<file path="config.mk">
export PLATFORM = sky130hd
export DESIGN_NAME = addr_data_port
export DESIGN_NICKNAME = d
export VERILOG_FILES = /design/src/rtl/adp_pkg.sv /design/src/rtl/adp_classify.sv /design/src/rtl/adp_memwr.sv /design/src/rtl/addr_data_port.sv
export SDC_FILE = /design/constraint.sdc
export NUM_CORES = 1
export LEC_CHECK = 0
export BUFFER_PORTS_ARGS = -buffer_cell sky130_fd_sc_hd__buf_4
export CELL_PAD_IN_SITES_DETAIL_PLACEMENT = 0
export CELL_PAD_IN_SITES_GLOBAL_PLACEMENT = 1
export CORE_ASPECT_RATIO = 1.75
export CORE_MARGIN = 3
export CORE_UTILIZATION = 42
export CTS_BUF_LIST = sky130_fd_sc_hd__clkbuf_4 sky130_fd_sc_hd__clkbuf_8
export CTS_CLUSTER_SIZE = 25
export DETAILED_ROUTE_END_ITERATION = 16
export PLACE_DENSITY = 0.83
export SLEW_MARGIN = 5
export SYNTH_ARGS = -nofsm -noshare
export SYNTH_HDL_FRONTEND = slang
export SYNTH_SLANG_ARGS = --single-unit
</file>
<file path="constraint.sdc">
create_clock -name clk_i -period 4.57 [get_ports clk_i]
set_clock_uncertainty 0.15 [all_clocks]
set_input_delay 0.6855 -clock clk_i [delete_from_list [all_inputs] [get_ports clk_i]]
set_output_delay 0.6855 -clock clk_i [all_outputs]
set_load 0.01 [all_outputs]
</file>
<file path="src/rtl/adp_pkg.sv">
package adp_pkg;

    typedef enum logic [1:0] {
        SEL_NONE    = 2'd0,
        SEL_ADDR    = 2'd1,
        SEL_USRADDR = 2'd2,
        SEL_DATA    = 2'd3
    } gpr_sel_e;

    typedef enum logic {
        ST_NORM = 1'b0,
        ST_USER = 1'b1
    } src_state_e;

endpackage

</file>
<file path="src/rtl/adp_classify.sv">
module adp_classify #(
    parameter int DW       = 32,
    parameter int GPU_AW   = 16,
    parameter int PIPE_IW  = 8,
    parameter int HOLD_BIT = 18
) (
    input  logic [DW-1:0]      addr_i,
    output logic               is_pipe_o,
    output logic               legal_o,
    output logic               hold_o,
    output logic [PIPE_IW-1:0] idx_o,
    output logic [DW-1:0]      next_o
);
    localparam int IDX_LSB = DW - PIPE_IW;
    localparam logic [DW-1:0] OK_MASK =
        ({DW{1'b1}} << IDX_LSB) | (DW'(1) << HOLD_BIT);

    always_comb begin
        is_pipe_o = |addr_i[DW-1:GPU_AW];
        legal_o   = (addr_i & ~OK_MASK) == '0;
        hold_o    = addr_i[HOLD_BIT];
        idx_o     = addr_i[DW-1:IDX_LSB];
        if (is_pipe_o)
            next_o = {idx_o + PIPE_IW'(1), addr_i[IDX_LSB-1:0]};
        else
            next_o = addr_i + DW'(1);
    end
endmodule

</file>
<file path="src/rtl/adp_memwr.sv">
module adp_memwr #(
    parameter int                 DW        = 32,
    parameter int                 PIPE_IW   = 8,
    parameter logic [PIPE_IW-1:0] DATA_IDX  = 8'h10,
    parameter logic [PIPE_IW-1:0] LO_IDX    = 8'h11,
    parameter logic [PIPE_IW-1:0] HI_IDX    = 8'h12,
    parameter int                 STEP      = 4,
    localparam int                MAW       = 2 * DW
) (
    input  logic               clk_i,
    input  logic               rst_ni,
    input  logic               pw_valid_i,
    input  logic [PIPE_IW-1:0] pw_idx_i,
    input  logic [DW-1:0]      pw_data_i,
    output logic               mem_we_o,
    output logic [MAW-1:0]     mem_addr_o,
    output logic [DW-1:0]      mem_wdata_o
);
    logic [MAW-1:0] maddr_q;

    always_ff @(posedge clk_i) begin
        if (!rst_ni) begin
            maddr_q     <= '0;
            mem_we_o    <= 1'b0;
            mem_addr_o  <= '0;
            mem_wdata_o <= '0;
        end else begin
            mem_we_o <= 1'b0;
            if (pw_valid_i) begin
                if (pw_idx_i == LO_IDX) begin
                    maddr_q[DW-1:0] <= pw_data_i;
                end else if (pw_idx_i == HI_IDX) begin
                    maddr_q[MAW-1:DW] <= pw_data_i;
                end else if (pw_idx_i == DATA_IDX) begin
                    mem_we_o    <= 1'b1;
                    mem_addr_o  <= maddr_q;
                    mem_wdata_o <= pw_data_i;
                    maddr_q     <= maddr_q + MAW'(STEP);
                end
            end
        end
    end
endmodule

</file>
<file path="src/rtl/addr_data_port.sv">
module addr_data_port
    import adp_pkg::*;
#(
    parameter int                         DW          = 32,
    parameter int                         GPU_AW      = 16,
    parameter int                         PIPE_IW     = 8,
    parameter int                         HOLD_BIT    = 18,
    parameter logic [PIPE_IW-1:0]         MEMDATA_IDX = 8'h10,
    parameter logic [PIPE_IW-1:0]         MEMLO_IDX   = 8'h11,
    parameter logic [PIPE_IW-1:0]         MEMHI_IDX   = 8'h12,
    parameter logic [(1<<PIPE_IW)-1:0]    VOID_MASK   = 256'h1_0000_0000,
    localparam int                        MAW         = 2 * DW
) (
    input  logic               clk_i,
    input  logic               rst_ni,
    input  logic               gpr_we_i,
    input  logic [1:0]         gpr_sel_i,
    input  logic [DW-1:0]      gpr_wdata_i,
    output logic [DW-1:0]      addr_norm_o,
    output logic [DW-1:0]      addr_user_o,
    output logic               gpu_we_o,
    output logic [GPU_AW-1:0]  gpu_addr_o,
    output logic [DW-1:0]      gpu_wdata_o,
    output logic               pipe_we_o,
    output logic [PIPE_IW-1:0] pipe_idx_o,
    output logic [DW-1:0]      pipe_wdata_o,
    output logic               mem_we_o,
    output logic [MAW-1:0]     mem_addr_o,
    output logic [DW-1:0]      mem_wdata_o,
    output logic               err_o
);
    src_state_e state_q, state_d;
    gpr_sel_e   sel;
    logic [DW-1:0] norm_q, user_q, norm_d, user_d, act_addr;

    logic               ac_pipe, ac_legal, ac_hold;
    logic [PIPE_IW-1:0] ac_idx;
    logic [DW-1:0]      ac_next;
    logic               wc_pipe, wc_legal, wc_hold;
    logic [PIPE_IW-1:0] wc_idx;
    logic [DW-1:0]      wc_next;

    logic               pw_valid, gw_valid, err_d;
    logic [PIPE_IW-1:0] pw_idx;
    logic [DW-1:0]      pw_data;

    assign sel      = gpr_sel_e'(gpr_sel_i);
    assign act_addr = (state_q == ST_USER) ? user_q : norm_q;

    adp_classify #(.DW(DW), .GPU_AW(GPU_AW), .PIPE_IW(PIPE_IW), .HOLD_BIT(HOLD_BIT))
    u_cls_act (
        .addr_i(act_addr), .is_pipe_o(ac_pipe), .legal_o(ac_legal),
        .hold_o(ac_hold), .idx_o(ac_idx), .next_o(ac_next)
    );

    adp_classify #(.DW(DW), .GPU_AW(GPU_AW), .PIPE_IW(PIPE_IW), .HOLD_BIT(HOLD_BIT))
    u_cls_wr (
        .addr_i(gpr_wdata_i), .is_pipe_o(wc_pipe), .legal_o(wc_legal),
        .hold_o(wc_hold), .idx_o(wc_idx), .next_o(wc_next)
    );

    // State register: which address register feeds data writes.
    always_ff @(posedge clk_i) begin
        if (!rst_ni) state_q <= ST_NORM;
        else         state_q <= state_d;
    end

    // Next state and output decisions.
    always_comb begin
        state_d  = state_q;
        norm_d   = norm_q;
        user_d   = user_q;
        pw_valid = 1'b0;
        pw_idx   = '0;
        pw_data  = '0;
        gw_valid = 1'b0;
        err_d    = 1'b0;
        if (gpr_we_i) begin
            unique case (sel)
                SEL_ADDR, SEL_USRADDR: begin
                    if (sel == SEL_ADDR) begin
                        state_d = ST_NORM;
                        norm_d  = gpr_wdata_i;
                    end else begin
                        state_d = ST_USER;
                        user_d  = gpr_wdata_i;
                    end
                    if (wc_pipe && VOID_MASK[wc_idx]) begin
                        pw_valid = 1'b1;
                        pw_idx   = wc_idx;
                    end
                end
                SEL_DATA: begin
                    if (ac_pipe && !ac_legal) begin
                        err_d = 1'b1;
                    end else begin
                        if (ac_pipe) begin
                            pw_valid = 1'b1;
                            pw_idx   = ac_idx;
                            pw_data  = gpr_wdata_i;
                        end else begin
                            gw_valid = 1'b1;
                        end
                        if (!(ac_pipe && ac_hold)) begin
                            if (state_q == ST_USER) user_d = ac_next;
                            else                    norm_d = ac_next;
                        end
                    end
                end
                default: ;
            endcase
        end
    end

    always_ff @(posedge clk_i) begin
        if (!rst_ni) begin
            norm_q       <= '0;
            user_q       <= '0;
            gpu_we_o     <= 1'b0;
            gpu_addr_o   <= '0;
            gpu_wdata_o  <= '0;
            pipe_we_o    <= 1'b0;
            pipe_idx_o   <= '0;
            pipe_wdata_o <= '0;
            err_o        <= 1'b0;
        end else begin
            norm_q       <= norm_d;
            user_q       <= user_d;
            gpu_we_o     <= gw_valid;
            gpu_addr_o   <= act_addr[GPU_AW-1:0];
            gpu_wdata_o  <= gpr_wdata_i;
            pipe_we_o    <= pw_valid;
            pipe_idx_o   <= pw_idx;
            pipe_wdata_o <= pw_data;
            err_o        <= err_d;
        end
    end

    assign addr_norm_o = norm_q;
    assign addr_user_o = user_q;

    adp_memwr #(
        .DW(DW), .PIPE_IW(PIPE_IW), .DATA_IDX(MEMDATA_IDX),
        .LO_IDX(MEMLO_IDX), .HI_IDX(MEMHI_IDX), .STEP(4)
    ) u_mem (
        .clk_i(clk_i), .rst_ni(rst_ni),
        .pw_valid_i(pw_valid), .pw_idx_i(pw_idx), .pw_data_i(pw_data),
        .mem_we_o(mem_we_o), .mem_addr_o(mem_addr_o), .mem_wdata_o(mem_wdata_o)
    );

    logic unused_ok;
    assign unused_ok = ^{wc_legal, wc_hold, wc_next};
endmodule

</file>
==> impl_metrics.env <==
export IMPL_holdCritStartpoint="gpr_wdata_i[23]"
export IMPL_synthCells=1600
export IMPL_cts_resized=0
export IMPL_cpMostUsedCell="nor4_1"
export IMPL_yosysWarnings=0
export IMPL_htree_levels=2
export IMPL_p_comb_share_pct=11.9
export IMPL_ant_nets=0
export IMPL_drt_pass1_iterations=6
export IMPL_maxCapViolations=0
export IMPL_outcome="finished, final reports clean"
export IMPL_initial_utilization_pct=42.7
export IMPL_critPathSlowestCell="nor4_1"
export IMPL_r2r_cells=8
export IMPL_switching_share_pct=27.1
export IMPL_hold_path_class="in -> reg"
export IMPL_clockBufferDepth=3
export IMPL_slew_limit_headroom_pct=36.7
export IMPL_dp_hpwl_mm=36.3
export IMPL_start_kind="flip-flop"
export IMPL_grt_max_degree=85
export IMPL_cp_end_kind="flip-flop"
export IMPL_gr_total_overflow=0
export IMPL_synth_area_per_cell_um2=8.44
export IMPL_r2r_end="u_mem.maddr_q[12]"
export IMPL_dieArea_um2=34400
export IMPL_coreArea_um2=31600
export IMPL_vias=13000
export IMPL_synth_seq_cells=317
export IMPL_pwr_share_seq_pct=48.4
export IMPL_chipHeight_um=243
export IMPL_drcViolationCount=0
export IMPL_netlist_area_um2=13500
export IMPL_rows=86
export IMPL_fin_crit_sh_pct=89.4
export IMPL_synth_mux_area_share_pct=5.40
export IMPL_cts_reportedPaths_clkPinSlew_ns=0.07
export IMPL_grt_pass1_wl_mm=76.2
export IMPL_slew_violations=0
export IMPL_crit_type="reg -> reg"
export IMPL_totalWireLength_mm=50.8
export IMPL_viasPerCell=5.66
export IMPL_ios=289
export IMPL_synth_top_family_by_area="simple AND/OR/NAND/NOR gates"
export IMPL_max_stage_delay_ns=0.79
export IMPL_die_w_um=142
export IMPL_yosys_most_used_dff="dfxtp_1"
export IMPL_dr_first_iter_drc_count=997
export IMPL_clock_power_share_pct=39.7
export IMPL_synth_edf_count=0
export IMPL_synthAdderAreaFrac_pct=0.927
export IMPL_internal_power_uw=4370
export IMPL_fmax_ghz=0.245
export IMPL_synth_seq_area_share_pct=47.0
export IMPL_total_leakage_power_uw=0.00667
export IMPL_port_buffers=288
export IMPL_drive_gt1_share_pct=23.0
export IMPL_dp_cells=2202
export IMPL_post_cts_buffers=0
export IMPL_syn_nets=1647
export IMPL_ir_drop_mv=0.275
export IMPL_min_period_ns=4.09
export IMPL_wire_per_inst_um=22.2
export IMPL_r2r_start="addr_norm_o[4]"
export IMPL_synth_compound_area_share_pct=14.6
export IMPL_fin_util_pct=53.6
export IMPL_antenna_found_initial=1
export IMPL_cts_tree="done"
export IMPL_cts_sinks=317
export IMPL_hold_path_depth=2
export IMPL_fin_cells=2287
export IMPL_timing_final_hold_violations=0
export IMPL_max_slew_worst_pin_slew_ns=0.926
export IMPL_rsz0062_at_grt="no"
export IMPL_p_per_area_nw_per_um2=354
export IMPL_synthArstFlopShare_pct=0
export IMPL_arrival_ns=4.39
export IMPL_area_delta_synth_final_pct=25.7
export IMPL_synthSimpleGateAreaFrac_pct=24.0
export IMPL_yosysUniqueCellTypes=64
export IMPL_crit_path_max_fanout=20
export IMPL_grt_pass1_vias=12800
export IMPL_switchingPower_uw=1630
export IMPL_mostFrequentLayoutCells="dfxtp_1, buf_4, nand2_1"
export IMPL_fin_setup_tns_ns=0
export IMPL_finalSetupViolCount=0
export IMPL_root_buffer="clkbuf_8"
export IMPL_crit_path_cell_trace="nor4_1 > nand3_1 > a211o_1 > nor4_1 > nand2_1 > buf_4 > o21ai_0 > a21oi_1"
export IMPL_synth_xor_area_share_pct=3.96
export IMPL_required_ns=4.87
export IMPL_gp_congestion=0.903
export IMPL_cts_buffers=45
export IMPL_clk_latency_ns=0.60
export IMPL_min_to="gpu_wdata_o[23]"
export IMPL_reg2reg_slack_ns=0.48
export IMPL_cts_hold_fix_buffers=0
export IMPL_fin_nets=1900
export IMPL_gr_usage_all_layers_pct=28.4
==> worst max-delay path by stage <==
stage | from | to | cells past startpoint
finish | addr_norm_o[4] | u_mem.maddr_q[12] | 8
global route | addr_norm_o[4] | u_mem.maddr_q[3] | 8
CTS | addr_norm_o[4] | u_mem.maddr_q[12] | 8
detailed placement | addr_norm_o[4] | u_mem.maddr_q[12] | 8
global placement | addr_norm_o[4] | u_mem.maddr_q[12] | 8
floorplan | state_q | addr_norm_o[20] | 14
==> metrics by stage <==
stage          hold slack [ns]  setup WS, ns  total power (µW)  area (µm²)
3_5_place_dp             0.296         0.498              3670       16000
2_1_floorplan            0.282          1.06              3340       13500
3_3_place_gp             0.291         0.476              3660       16000
5_1_grt                  0.199         0.403              6210       17000
4_1_cts                  0.176         0.487              6030       17000
6_report                 0.203         0.483              6000       17000
==> power by group through the flow <==
stage	logic [µW]	clock network [µW]	registers, µW
3_5_place_dp	708	0	2960
6_report	713	2390	2900
2_1_floorplan	365	0	2970
4_1_cts	710	2420	2900
5_1_grt	765	2530	2910
3_3_place_gp	699	0	2960
==> final cells by class <==
type	count	area, µm²
clock inverter	9	47.5
inverter	21	81.3
tap	396	495
sequential	317	6350
timing repair buffer	319	2430
fill	3039	14700
antenna	2	5.00
clock buffer	74	918
multi-input combinational	1149	6640
==> cells by family after synthesis <==
logic type,count (synthesis)
buffers and inverters,134
flip-flops,317
adder cells (fa/ha/maj),10
multiplexers,69
AO/OA/AOI/OAI,353
AND/OR/NAND/NOR,656
XOR/XNOR,61
==> worst max-delay path, delay by kind of cell (launching register included) <==
kind,cells,cell delay [ns]
AND/OR/NAND/NOR,4,2.22
AO/OA/AOI/OAI,3,0.91
flip-flops,1,0.37
buffers and inverters,1,0.31
==> Yosys cell counts, types with 4 or more instances <==
cell	instances	area, µm²
a211oi_1	15	113
a21oi_1	196	981
a22oi_1	6	45.0
a31oi_1	11	68.8
and2_1	87	544
and3_1	26	163
and4_1	8	70.1
buf_1	9	33.8
buf_2	15	75.1
clkbuf_1	86	323
dfxtp_1	317	6350
ha_1	10	125
inv_1	16	60.1
inv_2	4	15.0
mux2_2	5	56.3
mux2i_1	58	581
mux2i_2	4	55.1
nand2_1	248	931
nand2b_1	8	50.1
nand3_1	54	270
nand4_1	41	257
nand4b_1	6	52.6
nor2_1	98	368
nor2b_1	5	31.3
nor3_1	26	130
nor4_1	22	138
nor4b_1	4	35.0
o211ai_1	8	60.1
o21a_1	4	30.0
o21ai_0	87	435
or3_1	4	25.0
or4_1	7	52.6
xnor2_1	32	280
xor2_1	29	254
==> flip-flops by register name (all words and copies together), names as in the netlist <==
name	count
u_mem.mem_wdata_o	32
gpu_wdata_o	32
u_mem.mem_we_o	1
addr_norm_o	32
state_q	1
pipe_wdata_o	32
gpu_addr_o	16
u_mem.maddr_q	64
pipe_idx_o	8
pipe_we_o	1
err_o	1
addr_user_o	32
u_mem.mem_addr_o	64
gpu_we_o	1
==> layer usage <==
layer / share of wire [%] / GRT usage, % / wire length (µm) / up-vias
li1: - / - / - / 6064
met1: 36 / 31.4 / 18400 / 6214
met2: 51 / 50.1 / 26100 / 528
met3: 6.1 / 5.18 / 3110 / 148
met4: 6.3 / 16.7 / 3210 / 0
met5: 0 / 0 / 0 / -
Note: power is estimated with default switching activity, not from simulation.
